<file path="src/rtl/mdio_master.sv">
module mdio_master #(
  parameter int CLK_HZ = 50_000_000,
  parameter int MDC_HZ = 2_500_000
) (
  input  logic        clk,
  input  logic        rst_n,
  input  logic        req,
  input  logic        op_rd,
  input  logic [4:0]  phy_addr,
  input  logic [4:0]  reg_addr,
  input  logic [15:0] wr_data,
  output logic [15:0] rd_data,
  output logic        busy,
  output logic        done,
  output logic        mdc,
  output logic        mdio_out,
  output logic        mdio_oe,
  input  logic        mdio_in
);
  localparam int HALF    = (CLK_HZ + 2*MDC_HZ - 1) / (2*MDC_HZ);
  localparam int PW      = (HALF > 1) ? $clog2(HALF) : 1;
  localparam int PRE     = 32;
  localparam int RD_BITS = PRE + 16 + 19;
  localparam int WR_BITS = PRE + 32 + 2;

  logic          is_rd;
  logic [4:0]    phy_q, reg_q;
  logic [15:0]   wd_q;
  logic [PW-1:0] ph;
  logic [6:0]    k;
  logic [18:0]   sr;

  wire [15:0] rd_hdr = {4'b1101, 2'b10, phy_q, reg_q};
  wire [31:0] wr_frm = {2'b01, 2'b01, phy_q, reg_q, 2'b10, wd_q};
  wire [6:0]  last_k = is_rd ? 7'(RD_BITS-1) : 7'(WR_BITS-1);
  wire        ph_end = (ph == PW'(HALF-1));
  wire [6:0]  rd_idx = 7'(PRE+15) - k;
  wire [6:0]  wr_idx = 7'(PRE+31) - k;
  wire        in_win = is_rd && (k >= 7'(PRE+16));

  always_comb begin
    mdio_oe  = 1'b0;
    mdio_out = 1'b0;
    if (busy) begin
      if (k < 7'(PRE)) begin
        mdio_oe  = 1'b1;
        mdio_out = 1'b1;
      end else if (is_rd && k < 7'(PRE+16)) begin
        mdio_oe  = 1'b1;
        mdio_out = rd_hdr[rd_idx[3:0]];
      end else if (!is_rd && k < 7'(PRE+32)) begin
        mdio_oe  = 1'b1;
        mdio_out = wr_frm[wr_idx[4:0]];
      end
    end
  end

  always_ff @(posedge clk or negedge rst_n) begin
    if (!rst_n) begin
      busy    <= 1'b0;
      done    <= 1'b0;
      mdc     <= 1'b0;
      is_rd   <= 1'b0;
      phy_q   <= '0;
      reg_q   <= '0;
      wd_q    <= '0;
      ph      <= '0;
      k       <= '0;
      sr      <= '0;
      rd_data <= '0;
    end else begin
      done <= 1'b0;
      if (!busy) begin
        if (req) begin
          busy  <= 1'b1;
          is_rd <= op_rd;
          phy_q <= phy_addr;
          reg_q <= reg_addr;
          wd_q  <= wr_data;
          ph    <= '0;
          k     <= '0;
          mdc   <= 1'b0;
        end
      end else if (!ph_end) begin
        ph <= ph + 1'b1;
      end else begin
        ph <= '0;
        if (!mdc) begin
          mdc <= 1'b1;
          if (in_win) sr <= {sr[17:0], mdio_in};
        end else begin
          mdc <= 1'b0;
          if (k == last_k) begin
            busy <= 1'b0;
            done <= 1'b1;
            if (is_rd) rd_data <= sr[16:1];
          end else begin
            k <= k + 1'b1;
          end
        end
      end
    end
  end
endmodule


</file>
<file path="config.mk">
export PLATFORM = sky130hd
export DESIGN_NAME = mdio_master
export DESIGN_NICKNAME = d
export VERILOG_FILES = /design/src/rtl/mdio_master.sv
export SDC_FILE = /design/constraint.sdc
export NUM_CORES = 1
export LEC_CHECK = 0
export ABC_AREA = 0
export BUFFER_PORTS_ARGS = -buffer_cell sky130_fd_sc_hd__clkbuf_2
export CAP_MARGIN = 10
export CELL_PAD_IN_SITES_DETAIL_PLACEMENT = 1
export CELL_PAD_IN_SITES_GLOBAL_PLACEMENT = 2
export CORE_UTILIZATION = 30
export CTS_BUF_LIST = sky130_fd_sc_hd__clkbuf_4
export DETAILED_ROUTE_END_ITERATION = 16
export GPL_ROUTABILITY_DRIVEN = 0
export PLACE_DENSITY_LB_ADDON = 0.1
export SYNTH_ARGS = -nofsm -noshare
export SYNTH_HDL_FRONTEND = slang
export SYNTH_SLANG_ARGS = --single-unit
</file>
<file path="constraint.sdc">
create_clock -name clk -period 2.5 [get_ports clk]
set_input_delay 0.125 -clock clk [delete_from_list [all_inputs] [get_ports clk]]
set_output_delay 0.125 -clock clk [all_outputs]
set_load 0.01 [all_outputs]
</file>
# After elaboration in Yosys (flattened, before gate mapping)

Cells that the tools add are included.
W data, S select, Z words.

Flip-flop bits (word level): 74
Bits of input ports: 31
Output and inout port bits: 21
Logic and storage cells: 72

Add/sub/neg operators: 4
Order comparisons: 6
Eq/ne operators: 5
Multiplexer cells: 34
Bitwise logic cells: 2
Reductions and logical operators: 10

Operators by type and width:

| operator              | number |
|---|---|
| $mux W7               | 5 |
| $mux W1               | 23 |
| $lt A7 B6 Y1 const B  | 2 |
| $mux W4               | 3 |
| $reduce_and A4 Y1     | 2 |
| $add A7 B1 Y7 const B | 1 |
| $eq A7 B7 Y1          | 1 |
| $ge A7 B6 Y1 const B  | 1 |
| $lt A7 B7 Y1 const B  | 1 |
| $lt A5 B6 Y1 const B  | 1 |
| $bmux W1 S5           | 1 |
| $lt A4 B5 Y1 const B  | 1 |
| $reduce_and A5 Y1     | 1 |
| $sub A5 B5 Y5 const A | 1 |
| $add A4 B1 Y4 const B | 1 |
| $bmux W1 S4           | 1 |
| $eq A4 B4 Y1 const B  | 1 |
| $ne A2 B1 Y1 const B  | 2 |
| $reduce_and A2 Y1     | 2 |
| $sub A4 B4 Y4 const A | 1 |
| $logic_and A1 B1 Y1   | 3 |
| $mux W2               | 1 |
| $ne A2 B2 Y1 const B  | 1 |
| $not A1 Y1            | 2 |
| other kinds (2)       | 2 |

# Logic depth before layout (Yosys ltp)

Gate-level depths: netlist (run 1).

Depth after elaboration: 7
Depth in mapped cells: 9
Mapped depth without buffers: 7

# Least setup slack after synthesis (run 1)

No wires, ideal clock.

Path kind: reg-to-reg
Start: reg ph[1]
End: reg rd_data[15]
Setup time: 0.125 ns
Arrival time: 1.723 ns
Required time: 2.375 ns
Setup slack: 0.652 ns
Cell stages (with the launch flop): 9
Path buffers: 1
Clock period less this slack: 1.848 ns
Path through: dfrtp_1 > inv_1 > ha_1 > nand3b_4 > nor2_2 > nand2_1 > nor2_4 > buf_6 > mux2_2

Cells in the longest elaborated chain, start to end: 2

Ends and longest elaborated chain:

| what                               | line | text |
|---|---|---|
| start: declaration                 | 29   | `logic [PW-1:0] ph;` |
| start signal: assignment           | 85   | `ph <= ph + 1'b1;` |
| $eq A4 B4 Y1                       | 36   | `wire ph_end = (ph == PW'(HALF-1));` |
| $reduce_and A5 Y1 (no source line) | --   |  |
| end signal: assignment             | 96   | `if (is_rd) rd_data <= sr[16:1];` |
| end: declaration                   | 12   | `output logic [15:0] rd_data,` |

Every way passes these cells.
A chain may end at the register's enable or synchronous reset.

# Worst setup path after layout (run 1)

Start: reg k[0]
End: out mdio_out

Cells in the longest elaborated chain, start to end: 7
Elaborated cells between the ends (all ways): 15
Those cells by class: add/sub (2); order compare (3); mux (8); reduce/logical (2)

Ends and longest elaborated chain:

| what                          | line | text |
|---|---|---|
| start: declaration            | 30   | `logic [6:0] k;` |
| start signal: assignment      | 98   | `k <= k + 1'b1;` |
| $sub A5 B5 Y5                 | 38   | `wire [6:0] wr_idx = 7'(PRE+31) - k;` |
| $bmux W1 S5                   | 53   | `mdio_out = wr_frm[wr_idx[4:0]];` |
| $mux W1 (not written as such) | 53   |  |
| $mux W1                       | 51   | `end else if (!is_rd && k < 7'(PRE+32)) begin` |
| $mux W1                       | 48   | `end else if (is_rd && k < 7'(PRE+16)) begin` |
| $mux W1 (*)                   | 45   | `if (k < 7'(PRE)) begin` |
| $mux W1 (*)                   | 44   | `if (busy) begin` |
| end: declaration              | 16   | `output logic mdio_out,` |

Every way passes the cells marked *; elsewhere a longest branch is shown, timed or not. The select of a mux whose other input is x is not followed.

==> results.md, run 1 <==
- The flow ran to the end, and the final reports show no timing, DRC or antenna violations.
- The clock sink count is 74.
- Data on the critical path arrives at its endpoint at 2.21 ns.
- The critical path goes through buf_4 -> mux4_1 -> mux2_2 -> o2111ai_2 -> nand3_1 -> clkbuf_2.
- Headroom to the max-slew limit came out at 0.355.
- The nature of the critical path startpoint is a flop.
- For this block, the via count after detailed routing is 2309.
- For this run, asynchronously set or reset flops after synthesis account for 1.00.
- The routed wire length per instance is 15.5 um.
- The area growth from synthesis to layout is 27.2%.
- Entering global routing, the biggest net connects 75 pins.
- The clock power share is 0.246.
- The wire-length estimate of the detail-placed layout is 5010 um.
- The final clock skew is 0.0189 ns.
- The first detailed-routing pass ran for 4 iterations.
- The most common library cell in the layout ignoring fill and taps is sky130_fd_sc_hd__dfrtp_1.
- The via count of the first global-routing pass was 2410.
- The most used flip-flop cell after synthesis is sky130_fd_sc_hd__dfrtp_1.
- Timing would allow up to 428 MHz.
- At the later pin of the worst-skew pair, clock insertion delay measures 0.42 ns.
- The remaining design rule violation count is 0.
- The H-tree generated during clock tree synthesis spans 3 levels.
- The first routing iteration left 60 violations.
- The routed design has 7580 um of wire.
- The count of nets left with antenna violations once routing finished came out at 0.
- The synthesized-area fraction occupied by ao, oa, aoi and oai cells is 0.0536.
- The floorplan step set the die width to 109 um.
- Setup repair after global routing left no endpoint under its margin.
- Of the total synthesized cell area, the portion taken by AND, OR, NAND and NOR gates is 0.0819.
- Fill cells in the final layout number 1207.
- At the pin with the least slew margin, the transition time is 0.968 ns.
- The layout cell share with drive strength beyond 1 is 0.443.
- The placement row count is 38.
- The final total power is 3120 uW.
- The type of the most critical hold path is input port to asynchronous set/reset pin.
- Of the total synthesized cell area, the portion taken by full adders, half adders and majority gates is 0.0147.
- Internal power comes to 2120 uW.
- For the worst setup path, the data required time is 2.38 ns.
- Of the total synthesized cell area, the portion taken by XOR and XNOR cells is 0.0128.
- After detailed routing, the number of vias per cell comes to 4.71.
- After technology mapping, the gate count stands at 252.
- The category of the worst setup path capture point is a primary output.
- Measured against the total synthesized area, the mux share comes to 0.265.
- The shortest period the worst path allows is 2.34 ns.
- The maximum fanout along the worst path is 8.
- In this run, CTS created clock tree buffers numbering 9.
- Counting both buffers and inverters, the worst setup path holds a total of 2.
- Of the total power, registers draw 0.475.
- The share of total power dissipated in combinational logic is 0.280.
- The average instance area after synthesis is 13.5 um^2.
- The initial antenna violation count is 0.
- The period utilization is 0.936.
- The power per standard cell area is 719 nW/um^2.
- Summed over all cells, the static leakage comes to 0.00209 uW.
- The largest vdd supply drop is 0.000264 V.
- The number of max-slew violations in the final report is 0.
- The largest delay contributor family on the critical path is multiplexers.
- The reported net switching power is 999 uW.
- The count of yosys warnings during synthesis is 0.
- The number of synthesized flops with an enable pin is 0.
- Summed over all failing endpoints, the final setup total negative slack is 0 ns.
- The synthesis-stage register bit count is 74.
- In the layout the commonest cells are sky130_fd_sc_hd__dfrtp_1 (73), sky130_fd_sc_hd__mux2_2 (61), sky130_fd_sc_hd__clkbuf_2 (50).
- The die is 109 um tall.
- The critical-path cell with the highest stage delay is sky130_fd_sc_hd__mux4_1.
- TritonCTS built the clock tree.
- Synthesis produced a netlist with a net count of 287.
- The number of distinct library cells after synthesis is 44.
- The clock passes through at most 2 buffers.
- The floorplan step defined a core boundary enclosing 10900 um^2.
- The repair_antennas step left the layout with diodes totalling 0.
- For this design the top-level I/O count stands at 52.
- The clock-pin slew reported for the worst setup and hold paths after clock tree synthesis is 0.14 ns.
- Of the synthesized area, sequential elements account for 0.543.
- The residual overflow from global routing is 0.
- The net switching share of the total power is 0.320.
- Across the run, the number of max-cap violations was 0.
- The root buffer cell is sky130_fd_sc_hd__clkbuf_4.
- The final hold violation count is 0.
- The all-layer global routing usage is 0.144.
- The starting utilization of the core area is 0.312.
- The full die area is 11800 um^2.
- The first global-routing pass estimated 12800 um of wire.
- The post-layout net count is 380.
- Port buffering added 51 buffers.
- The largest family of logic cells by synthesized area is multiplexers.
- The final-report setup violation count is 0.
- The critical path's largest stage delay is 0.53 ns.
- The mapped netlist covers 3410 um^2.
- The worst setup path is of the flop to primary output kind.
==> metrics by stage <==
stage	hold slack, ns	util	cell area, um^2	cells	setup WS, ns
2_1_floorplan	-0.171	-	3410	252	0.652
3_3_place_gp	0.347	0.351	3840	439	0.295
3_5_place_dp	0.344	0.351	3840	439	0.328
4_1_cts	0.405	0.394	4310	488	0.0444
5_1_grt	0.439	0.396	4330	490	0.0167
6_report	0.363	0.396	4330	490	0.161
==> sequential cells by signal, summed over array words and instances, names as in the netlist, 4 cells and up <==
name	count
rd_data	16
ph	4
wd_q	16
reg_q	5
k	7
phy_q	5
sr	17
==> cell type report <==
cell class | instances | area, um^2 | area share
Multi-Input combinational cell | 159 | 1470 | 0.340
Clock inverter | 6 | 65.1 | 0.0150
Tap cell | 140 | 175 | 0.0404
Sequential cell | 74 | 1850 | 0.428
Clock buffer | 10 | 75.1 | 0.0173
Timing Repair Buffer | 97 | 678 | 0.156
Inverter | 4 | 15.0 | 0.00346
==> power by group through the flow <==
| stage | sequential [uW] | clock (uW) | combinational, uW |
|---|---|---|---|
| 6_report | 1480 | 767 | 872 |
| 5_1_grt | 1510 | 868 | 981 |
| 3_3_place_gp | 1520 | 0 | 739 |
| 2_1_floorplan | 1430 | 0 | 607 |
| 4_1_cts | 1490 | 816 | 837 |
| 3_5_place_dp | 1530 | 0 | 748 |
==> cells in the mapped netlist, types with 3 or more instances <==
library cell / number / area [um^2]
sky130_fd_sc_hd__buf_2: 7 / 35.0
sky130_fd_sc_hd__mux4_1: 5 / 131
sky130_fd_sc_hd__nor2_1: 11 / 41.3
sky130_fd_sc_hd__mux2i_1: 5 / 50.1
sky130_fd_sc_hd__o21ai_0: 12 / 60.1
sky130_fd_sc_hd__mux2_2: 61 / 687
sky130_fd_sc_hd__a21oi_1: 4 / 20.0
sky130_fd_sc_hd__nand3b_1: 3 / 22.5
sky130_fd_sc_hd__nand3_1: 5 / 25.0
sky130_fd_sc_hd__dfrtp_1: 74 / 1850
sky130_fd_sc_hd__nand2_1: 11 / 41.3
sky130_fd_sc_hd__xor2_1: 3 / 26.3
sky130_fd_sc_hd__ha_1: 4 / 50.1
sky130_fd_sc_hd__clkbuf_1: 4 / 15.0
sky130_fd_sc_hd__inv_1: 4 / 15.0
==> path summary, 6_finish.rpt <==
kind | from | end | slack (ns) | depth (start not counted)
worst max-delay path | k[0] | mdio_out | 0.16 | 6
worst min-delay path | rst_n | ph[3] | 0.36 | 2
worst max register to register | k[0] | rd_data[3] | 0.54 | 6
worst min register to register | wd_q[15] | wd_q[15] | 0.52 | 1
max in group asynchronous | rst_n | k[0] | 1.44 | 2
min in group clk | wr_data[11] | wd_q[11] | 0.47 | 3
==> repair_timing <==
item	in CTS	in global routing
setup endpoints to repair	1	1
resized for setup	1	3
setup buffers	3	2
endpoints found under the hold margin	103	0
hold buffers	30	0
pin swaps	0	1
==> per-layer routing <==
layer / vias up / routed length (um) / share of wire / global-route usage
met5: - / 0 / 0 / 0
met1: 1167 / 3960 / 0.52 / 0.207
met4: 0 / 112 / 0.015 / 0.0637
li1: 1103 / - / - / -
met2: 31 / 3330 / 0.44 / 0.209
met3: 8 / 177 / 0.023 / 0.0277
==> worst register-to-register path, cell delays in order (launching register included) <==
cell and delay, ns:
sky130_fd_sc_hd__dfrtp_2 0.48, sky130_fd_sc_hd__buf_4 0.17, sky130_fd_sc_hd__and3b_1 0.23, sky130_fd_sc_hd__o2111ai_2 0.23, sky130_fd_sc_hd__nor2_4 0.15, sky130_fd_sc_hd__buf_4 0.25, sky130_fd_sc_hd__mux2_2 0.37
==> kinds of logic after synthesis <==
family	after synthesis
buf+inv	19
mux	73
compound gates	28
simple gates	49
fa+ha+maj	4
flops	74
xor+xnor	5
(Power assumes the default switching activity.)
==> run 2: changes to the inputs <==
--- a/config.mk
+++ b/config.mk
@@ -5,7 +5,7 @@
 export SDC_FILE = /design/constraint.sdc
 export NUM_CORES = 1
 export LEC_CHECK = 0
-export ABC_AREA = 0
+export ABC_AREA = 1
 export BUFFER_PORTS_ARGS = -buffer_cell sky130_fd_sc_hd__clkbuf_2
 export CAP_MARGIN = 10
 export CELL_PAD_IN_SITES_DETAIL_PLACEMENT = 1
==> results.md, run 2 <==
- Entering global routing, the biggest net connects 75 pins.
- Based on the critical path, the design can be clocked at up to 451 MHz.
- Of all nets on the critical path, the largest fanout is 16.
- The first global-routing pass estimated 13700 um of wire.
- The placement row count is 39.
- After detailed routing, the number of remaining DRC violations is 0.
- Of the total power, the clock network draws 0.258.
- The vias per cell is 4.60.
- Of the total synthesized cell area, the portion taken by XOR and XNOR cells is 0.0175.
- Each instance of the synthesized netlist takes up on average 9.59 um^2.
- The area of the core is 11400 um^2.
- Global routing finished with a remaining overflow of 0.
- The combinational fraction of design power is 0.252.
- The part of the power in registers is 0.491.
- The share of the Yosys chip area taken by registers is 0.527.
- The register with the highest flop count is sr.
- The post-layout net count is 478.
- The final hold violation count came to 0.
- The critical path class is flop to primary output.
- The required arrival time at the worst endpoint is 2.38 ns.
- The clock sink count is 74.
- The number of antenna diodes in the final layout is 0.
- Of the total synthesized cell area, the portion taken by AND, OR, NAND and NOR gates is 0.170.
- The largest registers in the layout are sr x17, rd_data x16, wd_q x16.
- The worst pin sits at a relative slew slack of 0.340.
- The clock tree from TritonCTS is built.
- The routed wire length per instance is 14.4 um.
- The leading register cell type out of synthesis is sky130_fd_sc_hd__dfrtp_1.
- The period utilization is 0.887.
- Counting instances in the post-synthesis netlist gives the leading cell types as sky130_fd_sc_hd__nand2_1 (84), sky130_fd_sc_hd__dfrtp_1 (74), sky130_fd_sc_hd__inv_1 (30).
- The total of buffers placed on input and output ports is 51.
- The power per standard cell area is 687 nW/um^2.
- The total half-perimeter wirelength after legalization and detailed placement is 5480 um.
- The adder and majority gate portion of the synthesized area is 0.0143.
- The post-synthesis instance total is 366.
- The core utilization of the finished layout is 0.375.
- The die span in y is 110 um.
- Clock-pin slew was measured on the worst setup and hold paths at 0.12 ns.
- The flow ran to the end, and the final reports show no timing, DRC or antenna violations.
- The library cells used most frequently in the layout, excluding fill and tap cells, are sky130_fd_sc_hd__nand2_1 (84), sky130_fd_sc_hd__dfrtp_1 (73), sky130_fd_sc_hd__clkbuf_2 (50).
- The clock period could shrink to 2.22 ns.
- The final clock skew is 0.0195 ns.
- The total number of vias is 2716.
- The first routing iteration left 82 violations.
- Ranked by total cell area, the synthesized netlist is headed by sky130_fd_sc_hd__dfrtp_1 (53%), sky130_fd_sc_hd__nand2_1 (9.0%), sky130_fd_sc_hd__mux2_2 (7.1%), sky130_fd_sc_hd__o21ai_2 (3.5%), sky130_fd_sc_hd__inv_1 (3.2%).
- The via count of the first global-routing pass is 2794.
- From left edge to right edge, the die measures 110 um.
- The placed instances occupy a cell area of 3850 um^2.
- The full die area is 12100 um^2.
- The library cell used most frequently in the layout, excluding fill and tap cells, is sky130_fd_sc_hd__nand2_1.
- The synthesized cell area is 3510 um^2.
- The clock passes through at most 2 buffers.
- For this configuration, the core starts out at a cell density of 0.307.
- The count of yosys warnings during synthesis is 0.
- The leakage dissipation is 0.00201 uW.
- The number of I/O pins is 52.
- The nature of the critical path startpoint is a flop.
- Synthesis produced a netlist with a net count of 401.
- The initial antenna violation count is 0.
- The number of synthesized flops with an enable pin is 0.
- The path class of the tightest hold or removal check is input port to asynchronous set/reset pin.
- The count of antenna-violating nets left after detailed routing is 0.
- The final-layout setup total negative slack is 0 ns.
- IR analysis of the VDD net gives a maximum drop of 0.000255 V.
- The first TritonRoute pass finished after 4 iterations.
- Counting flops and latches in the post-synthesis netlist gives 74.
- Summed over all nets, the switching power comes to 1030 uW.
- The internal portion of the total power is 1910 uW.
- The final total power is 2940 uW.
- The most common cell in the synthesized netlist is sky130_fd_sc_hd__nand2_1.
- The category of the worst setup path capture point is a primary output.
- The overall routed net length is 8520 um.
- CTS built an H-tree with a depth of 3.
- The root buffer cell is sky130_fd_sc_hd__clkbuf_4.
- After synthesis, the share of flip-flops with an asynchronous set or reset is 1.00.
- Counting tap cells, the placed design contains a total of 545 instances.
- The synthesized-area fraction occupied by ao, oa, aoi and oai cells is 0.127.
- For this run, the total global-route usage over all layers was measured as 0.153.
- The area growth from synthesis to layout is 22.0%.
- The register with the most flip-flops in the layout has 17 of them.
- Of the total power, the share spent switching nets is 0.350.
- The layout cell share with drive strength beyond 1 is 0.280.
- The layout has 1342 filler cells.
- The slew at the pin with the worst max-slew slack is 0.991 ns.
- The number of max-cap violations is 0.
- Once the clock tree was built, the setup fixing pass inserted 0 buffers.
- For the worst flop-to-flop path, the logic depth is 7.
- Setup violations remaining at the end of the flow were counted as 0.
- The number of max-slew violations in the final report is 0.
- The number of buffers created by CTS is 9.
- At the later pin of the worst-skew pair, clock insertion delay measures 0.45 ns.
- The count of placed standard cells in the final layout, fillers left out is 590.
- The multiplexer fraction of the synthesized cell area is 0.0706.
- The area of all placed cells without fillers is 4280 um^2.
- At the worst endpoint, the arrival time is 2.09 ns.
- Setup repair after global routing left no endpoint under its margin.
- Counting distinct cell types in the post-synthesis netlist gives 33.
- The share of synthesized area in the top cell type comes to 0.527.
- The largest family of logic cells by synthesized area is simple AND/OR/NAND/NOR gates.
- Of all cell types, the one taking the most synthesized area is sky130_fd_sc_hd__dfrtp_1.
run 2: critical path, cell delays in order, from the launching register on:
cell and delay [ns]:
sky130_fd_sc_hd__dfrtp_1 0.41, sky130_fd_sc_hd__inv_2 0.25, sky130_fd_sc_hd__ha_1 0.20, sky130_fd_sc_hd__nor2_1 0.04
sky130_fd_sc_hd__nor2_1 0.09, sky130_fd_sc_hd__o21ai_0 0.08, sky130_fd_sc_hd__a21oi_1 0.14, sky130_fd_sc_hd__nor2_1 0.06
sky130_fd_sc_hd__a21oi_1 0.12, sky130_fd_sc_hd__a21oi_1 0.10, sky130_fd_sc_hd__clkbuf_2 0.16
run 2: logic make-up after synthesis:
kind of cell / count (synthesis)
muxes: 22
xor gates and xnor gates: 7
DFF: 74
AOI/OAI and AO/OA: 67
buffers and inverters: 55
and+or+nand+nor: 137
adders and majority gates: 4
run 2: final cells by class:
| class | instances | area [um^2] | area share |
|---|---|---|---|
| tap | 143 | 179 | 0.0418 |
| clock buffer | 10 | 75.1 | 0.0175 |
| sequential | 74 | 1850 | 0.433 |
| timing repair buffer | 84 | 581 | 0.136 |
| clock inverter | 5 | 55.1 | 0.0129 |
| inverter | 37 | 139 | 0.0324 |
| multi-input combinational | 237 | 1400 | 0.327 |
run 2: timing repair:
item / in CTS / in global routing
resized for setup: 0 / 1
endpoints found under the setup margin: 0 / 1
hold buffers: 30 / 0
endpoints found under the hold margin: 105 / 0
run 2: worst paths after layout:
kind                              from     endpoint  slack (ns)
hold reg to reg            rd_data[14]  rd_data[14]        0.50
setup / recovery                  k[0]     mdio_out        0.28
min in group clk            wr_data[1]      wd_q[1]        0.43
max in group asynchronous        rst_n         k[1]        1.43
hold / removal                   rst_n        ph[3]        0.34
setup reg to reg                 ph[1]  rd_data[12]        0.50
run 2: through the flow:
stage               hold WS (ns)  setup slack (ns)
floorplan                 -0.171              1.01
global placement           0.360             0.542
detailed placement         0.362             0.465
CTS                        0.390            0.0919
global route               0.439            0.0332
finish                     0.343             0.283
run 2: metal layers:
layer,part of all wire,global-route usage,vias to the layer above
li1,-,-,1346
met1,0.44,0.181,1323
met2,0.51,0.258,36
met3,0.032,0.0364,11
met4,0.020,0.0789,0
met5,0,0,-
run 2: power by group through the flow:
stage | sequential [uW] | clock, uW | combinational [uW]
2_1_floorplan | 1400 | 0 | 564
3_3_place_gp | 1460 | 0 | 719
5_1_grt | 1470 | 839 | 856
6_report | 1440 | 758 | 740
4_1_cts | 1450 | 798 | 770
3_5_place_dp | 1470 | 0 | 730
